$ cat config.mk
export PLATFORM = sky130hd
export DESIGN_NAME = nib_rx_framer
export DESIGN_NICKNAME = d
export VERILOG_FILES = /design/src/rtl/framer_pkg.sv /design/src/rtl/sym_stage.sv /design/src/rtl/stream_fsm.sv /design/src/rtl/tx_halt_map.sv /design/src/rtl/nib_rx_framer.sv
export SDC_FILE = /design/constraint.sdc
export NUM_CORES = 1
export LEC_CHECK = 0
export ABC_AREA = 1
export BUFFER_PORTS_ARGS = -buffer_cell sky130_fd_sc_hd__clkbuf_2
export CAP_MARGIN = 20
export CORE_MARGIN = 3
export CORE_UTILIZATION = 52
export CTS_BUF_LIST = sky130_fd_sc_hd__clkbuf_8
export DETAILED_ROUTE_END_ITERATION = 8
export PLACE_DENSITY = 0.93
export RECOVER_POWER = 50
export SETUP_SLACK_MARGIN = 0.4
export SYNTH_ARGS = -nofsm -noshare
export SYNTH_HDL_FRONTEND = slang
export SYNTH_HIERARCHICAL = 1
export SYNTH_SLANG_ARGS = --single-unit
$ cat constraint.sdc
create_clock -name clk_i -period 1.8 [get_ports clk_i]
set_clock_uncertainty 0.15 [all_clocks]
set_input_delay 0.09 -clock clk_i [delete_from_list [all_inputs] [get_ports clk_i]]
set_output_delay 0.09 -clock clk_i [all_outputs]
set_load 0.02 [all_outputs]
$ cat src/rtl/framer_pkg.sv
package framer_pkg;
  typedef enum logic [2:0] {
    CLS_DATA = 3'd0,
    CLS_J    = 3'd1,
    CLS_K    = 3'd2,
    CLS_T    = 3'd3,
    CLS_R    = 3'd4,
    CLS_IDLE = 3'd5,
    CLS_BAD  = 3'd6
  } sym_cls_e;

  typedef enum logic [1:0] {
    ST_SRCH = 2'd0,
    ST_PRE  = 2'd1,
    ST_BODY = 2'd2
  } frm_st_e;
endpackage

$ cat src/rtl/sym_stage.sv
module sym_stage
  import framer_pkg::*;
#(
  parameter int NIB_W = 4
) (
  input  logic             clk_i,
  input  logic             rst_ni,
  input  sym_cls_e         cls_i,
  input  logic [NIB_W-1:0] dat_i,
  output sym_cls_e         cls_o,
  output logic [NIB_W-1:0] dat_o
);
  always_ff @(posedge clk_i or negedge rst_ni) begin
    if (!rst_ni) begin
      cls_o <= CLS_IDLE;
      dat_o <= '0;
    end else begin
      cls_o <= cls_i;
      dat_o <= dat_i;
    end
  end
endmodule

$ cat src/rtl/stream_fsm.sv
module stream_fsm
  import framer_pkg::*;
#(
  parameter int               NIB_W   = 4,
  parameter logic [NIB_W-1:0] PRE_NIB = 4'b0101,
  parameter logic [NIB_W-1:0] ERR_NIB = 4'b1110
) (
  input  logic             clk_i,
  input  logic             rst_ni,
  input  sym_cls_e         cur_cls_i,
  input  sym_cls_e         prv_cls_i,
  input  logic [NIB_W-1:0] prv_dat_i,
  output logic             crs_o,
  output logic             rx_dv_o,
  output logic             rx_er_o,
  output logic [NIB_W-1:0] rxd_o
);
  frm_st_e          st_q, st_d;
  logic             crs_d, dv_d, er_d;
  logic [NIB_W-1:0] rxd_d;
  logic             jk_seen;

  assign jk_seen = (prv_cls_i == CLS_J) && (cur_cls_i == CLS_K);

  always_comb begin
    st_d  = st_q;
    crs_d = 1'b0;
    dv_d  = 1'b0;
    er_d  = 1'b0;
    rxd_d = '0;
    unique case (st_q)
      ST_SRCH: if (jk_seen) begin
        {crs_d, dv_d, rxd_d} = {1'b1, 1'b1, PRE_NIB};
        st_d = ST_PRE;
      end
      ST_PRE: begin
        {crs_d, dv_d, rxd_d} = {1'b1, 1'b1, PRE_NIB};
        st_d = ST_BODY;
      end
      ST_BODY: begin
        if (prv_cls_i == CLS_T && cur_cls_i == CLS_R) begin
          st_d = ST_SRCH;
        end else if (prv_cls_i == CLS_IDLE) begin
          er_d = 1'b1;  // stream cut short
          st_d = ST_SRCH;
        end else if (prv_cls_i == CLS_DATA) begin
          {crs_d, dv_d, rxd_d} = {1'b1, 1'b1, prv_dat_i};
        end else begin
          {crs_d, dv_d, er_d, rxd_d} = {1'b1, 1'b1, 1'b1, ERR_NIB};
        end
      end
      default: st_d = ST_SRCH;
    endcase
  end

  always_ff @(posedge clk_i or negedge rst_ni) begin
    if (!rst_ni) begin
      st_q    <= ST_SRCH;
      crs_o   <= 1'b0;
      rx_dv_o <= 1'b0;
      rx_er_o <= 1'b0;
      rxd_o   <= '0;
    end else begin
      st_q    <= st_d;
      crs_o   <= crs_d;
      rx_dv_o <= dv_d;
      rx_er_o <= er_d;
      rxd_o   <= rxd_d;
    end
  end

  a_r1_start: assert property (@(posedge clk_i) disable iff (!rst_ni)
    (st_q == ST_SRCH && prv_cls_i == CLS_J && cur_cls_i == CLS_K)
      |=> (crs_o && rx_dv_o && !rx_er_o && rxd_o == PRE_NIB));

  a_r3_tr_end: assert property (@(posedge clk_i) disable iff (!rst_ni)
    (st_q == ST_BODY && prv_cls_i == CLS_T && cur_cls_i == CLS_R)
      |=> (!crs_o && !rx_er_o));

  a_r4_single_er: assert property (@(posedge clk_i) disable iff (!rst_ni)
    (rx_er_o && !crs_o) |=> !rx_er_o);

  a_r5_err_nib: assert property (@(posedge clk_i) disable iff (!rst_ni)
    (rx_er_o && crs_o) |-> (rxd_o == ERR_NIB));

  a_r6_quiet: assert property (@(posedge clk_i) disable iff (!rst_ni)
    (st_q == ST_SRCH && !(prv_cls_i == CLS_J && cur_cls_i == CLS_K))
      |=> (!crs_o && !rx_dv_o && !rx_er_o));

  a_r7_dv_crs: assert property (@(posedge clk_i) disable iff (!rst_ni)
    rx_dv_o == crs_o);
endmodule

$ cat src/rtl/tx_halt_map.sv
module tx_halt_map #(
  parameter int               SYM_W     = 5,
  parameter logic [SYM_W-1:0] HALT_CODE = 5'b00100
) (
  input  logic             clk_i,
  input  logic             rst_ni,
  input  logic             tx_er_i,
  input  logic [SYM_W-1:0] tx_code_i,
  output logic [SYM_W-1:0] tx_code_o
);
  logic past_ok_q;

  always_ff @(posedge clk_i or negedge rst_ni) begin
    if (!rst_ni) begin
      tx_code_o <= '0;
      past_ok_q <= 1'b0;
    end else begin
      tx_code_o <= tx_er_i ? HALT_CODE : tx_code_i;
      past_ok_q <= 1'b1;
    end
  end

  a_r8_halt: assert property (@(posedge clk_i) disable iff (!rst_ni)
    (past_ok_q && $past(tx_er_i)) |-> (tx_code_o == HALT_CODE));

  a_r8_pass: assert property (@(posedge clk_i) disable iff (!rst_ni)
    (past_ok_q && !$past(tx_er_i)) |-> (tx_code_o == $past(tx_code_i)));
endmodule

$ cat src/rtl/nib_rx_framer.sv
module nib_rx_framer
  import framer_pkg::*;
#(
  parameter int               NIB_W     = 4,
  parameter int               SYM_W     = 5,
  parameter logic [NIB_W-1:0] PRE_NIB   = 4'b0101,
  parameter logic [NIB_W-1:0] ERR_NIB   = 4'b1110,
  parameter logic [SYM_W-1:0] HALT_CODE = 5'b00100
) (
  input  logic             clk_i,
  input  logic             rst_ni,
  input  logic [2:0]       sym_cls_i,
  input  logic [NIB_W-1:0] sym_dat_i,
  input  logic             tx_er_i,
  input  logic [SYM_W-1:0] tx_code_i,
  output logic             crs_o,
  output logic             rx_dv_o,
  output logic             rx_er_o,
  output logic [NIB_W-1:0] rxd_o,
  output logic [SYM_W-1:0] tx_code_o
);
  sym_cls_e         cur_cls, prv_cls;
  logic [NIB_W-1:0] prv_dat;

  assign cur_cls = sym_cls_e'(sym_cls_i);

  sym_stage #(.NIB_W(NIB_W)) u_stage (
    .clk_i (clk_i),
    .rst_ni(rst_ni),
    .cls_i (cur_cls),
    .dat_i (sym_dat_i),
    .cls_o (prv_cls),
    .dat_o (prv_dat)
  );

  stream_fsm #(.NIB_W(NIB_W), .PRE_NIB(PRE_NIB), .ERR_NIB(ERR_NIB)) u_fsm (
    .clk_i    (clk_i),
    .rst_ni   (rst_ni),
    .cur_cls_i(cur_cls),
    .prv_cls_i(prv_cls),
    .prv_dat_i(prv_dat),
    .crs_o    (crs_o),
    .rx_dv_o  (rx_dv_o),
    .rx_er_o  (rx_er_o),
    .rxd_o    (rxd_o)
  );

  tx_halt_map #(.SYM_W(SYM_W), .HALT_CODE(HALT_CODE)) u_tx (
    .clk_i    (clk_i),
    .rst_ni   (rst_ni),
    .tx_er_i  (tx_er_i),
    .tx_code_i(tx_code_i),
    .tx_code_o(tx_code_o)
  );
endmodule

==> flow_summary_export.csv <==
group,metric,value,unit
cts,root_buffer,"clkbuf_8",
timing,fin_tns_setup,0,ns
hold_path,hold_path_class,"input port to register",
route,routed_wl,2513,um
logic_synthesis,ys_ff_latch,20,
route,ant_nets,0,
route,detail_route.wl_per_cell,19.79,um
cts,htreeDepth,1,
logic_synthesis,synth_area_leaders,"dfrtp_1 63%, dfstp_2 7.3%, inv_1 7.3%",
logic_synthesis,avgSynthCellArea,10.52,um^2
placed_design,dp_hpwl,1012,um
cts,cts.clk_slew.worst_paths,0.08,ns
global_route,grt_pass1_vias,765,
route,first_pass_iters,5,
timing,rsz0062_at_grt,"yes",
worst_setup_path,criticalPathCategory,"register to register",
global_route,met2_usage,0.5605,
power_and_ir_drop,p_sw,258.4,uW
floorplanning,initial_core_util,0.5958,
power_and_ir_drop,peakVddDrop,879.4,uV
route,drt_iter0_markers,33,
floorplanning,core_area,1201,um^2
power_and_ir_drop,p_per_area,885.2,nW/um^2
logic_synthesis,yosysUniqueCellTypes,13,
cts,cts_tree,"done",
logic_synthesis,seq_area_frac_synth,0.7028,
global_route,grtUsageMet1,0.3094,
cts,clock_path_buffers,2,
floorplanning,fp.dieW,43.10,um
placed_design,numPortBuffers,26,
worst_setup_path,crit_fanout,4,
power_and_ir_drop,power,945.8,uW
power_and_ir_drop,power.internal,687.4,uW
power_and_ir_drop,combPwrFrac,0.153,
power_and_ir_drop,p_seq_frac,0.520,
cts,clk_latency,0.27,ns
layout,final_cells,127,
timing,hold_viol,0,
timing,drv_slew,0,
timing,max_freq,0.7130,GHz
timing,setup_viol,0,
global_route,grt_first_pass_wirelength,3850,um
layout,multi_input_area,161.4,um^2
worst_setup_path,worstPathRequired,1.85,ns
placed_design,dp_cells,107,
logic_synthesis,yosysWarnings,6,
worst_setup_path,worstPathArrival,1.45,ns
layout,syn2layout_area_growth,49.30,%
global_route,grt_most_used_layer,"met2",
outcome,status,"complete, no violations",
route,vias,721,
global_route,globalRouteOverflowTotal,0,
global_route,antenna_found_initial,0,
logic_synthesis,syn_area,715.7,um^2
power_and_ir_drop,power.leakage,0.6101,nW
layout,antennaDiodeCount,0,
route,via_per_inst,5.677,
global_route,grtUsageTotal,0.2992,
worst_setup_path,startpoint_type,"register",
cts,cts_made_buffers,3,
logic_synthesis,syn_nets,83,
power_and_ir_drop,p_clk_frac,0.327,
floorplanning,row_count,12,
route,drc,0,
layout,n_fill_cell,48,
timing,max_slew_margin,0.3219,
job,maxCapViolCount,0,
placed_design,routabilityCongestion,0.7717,
logic_synthesis,yosys.area.top_type,"dfrtp_1",
timing,worst_slew_pin_slew,1.017,ns
timing,post-route-min-period,1.403,ns
floorplanning,die_y,43.10,um
cts,post_cts_buffers,0,
layout,regArea,503.0,um^2
worst_setup_path,endpoint_kind,"register",
floorplanning,dieArea,1858,um^2
cts,clock_sinks,20,
layout,nets,129,
floorplanning,io_pins,27,
logic_synthesis,synth_top_area_frac,0.6294,
global_route,use_met3,0.08475,
timing,fin_crit_sh,0.7792,
global_route,grt_max_degree,21,
power_and_ir_drop,p_sw_frac,0.2732,
layout,layout-drive-gt1-share,0.3009,
logic_synthesis,synthCells,68,
final timing paths:
check / cells after the start / start / slack, ns / endpoint
max in group asynchronous: 2 / rst_ni / 0.50 / u_tx/tx_code_o[1]
max reg2reg: 4 / u_stage/cls_o[0] / 0.40 / u_fsm/rx_dv_o
max: 4 / u_stage/cls_o[0] / 0.40 / u_fsm/rx_dv_o
min in group asynchronous: 2 / rst_ni / 0.38 / u_fsm/rx_er_o
min: 2 / sym_dat_i[2] / 0.35 / u_stage/dat_o[2]
min reg2reg: 2 / u_stage/dat_o[3] / 0.42 / u_fsm/rxd_o[3]
through the flow:
step	area (um^2)	util	hold slack (ns)	setup slack, ns
2_1_floorplan	715.7	-	-0.3556	0.6419
3_3_place_gp	855.8	0.7125	-0.09520	0.6134
3_5_place_dp	855.8	0.7125	-0.08892	0.5516
4_1_cts	1081	0.9000	0.1780	0.4380
5_1_grt	1069	0.8896	0.3497	0.3000
6_report	1069	0.8896	0.3465	0.3974
synthesized netlist by cell type (all sizes together):
| cell type | count |
|---|---|
| dfrtp | 18 |
| inv | 15 |
| nor2 | 15 |
| nand2 | 7 |
| nand3 | 6 |
| dfstp | 2 |
| nand4 | 2 |
| and3 | 1 |
| buf | 1 |
| nand3b | 1 |
sequential cells by signal, indices dropped and copies added, names as in the netlist:
name and count:
u_stage/dat_o 4, u_fsm/rx_er_o 1, u_fsm/rxd_o 4, u_fsm/rx_dv_o 1, u_stage/cls_o 3, u_tx/tx_code_o 5, u_fsm/st_q 2
routing by layer:
metal,vias to the layer above,part of all wire
li1,290,-
met1,346,0.34
met2,69,0.52
met3,16,0.11
met4,0,0.038
met5,-,0
repair_timing:
action | CTS | global route
endpoints found under the setup margin | 0 | 6
endpoints found under the hold margin | 32 | 3
gates resized for setup | 0 | 4
hold buffers | 18 | 1
area by class of cell:
type,count,area share
clock buffer,3,0.03864
clock inverter,1,0.003513
inverter,15,0.05269
multi-input combinational,32,0.1511
sequential,20,0.4707
tap,14,0.01639
timing repair buffer,42,0.2670
cell usage in the layout (no fill, tap or decap), drive strengths merged:
cell	count
dfrtp	18
nand3b	1
inv	16
nor2	15
nand2	7
clkbuf	29
nand4	2
and3	1
dfstp	2
dlygate4sd3	16
nand3	6
worst max-delay path, stage by stage (launching register included):
cell and delay, ns:
dfstp_2 0.58, inv_1 0.07, nor2_2 0.09, nand4_1 0.25, nand3_1 0.19
power by group through the flow:
stage               clock network (mW)  registers, mW  logic (mW)
floorplan                            0          0.516      0.0350
global placement                     0          0.494      0.0989
detailed placement                   0          0.496       0.104
CTS                              0.293          0.488       0.137
global route                     0.335          0.493       0.155
finish                           0.309          0.492       0.145
cells by family after synthesis:
family / synth area share
AND/OR/NAND/NOR: 0.2081
flip-flops: 0.7028
buffers and inverters: 0.08916
No activity file was read; power rests on OpenSTA's default activity.
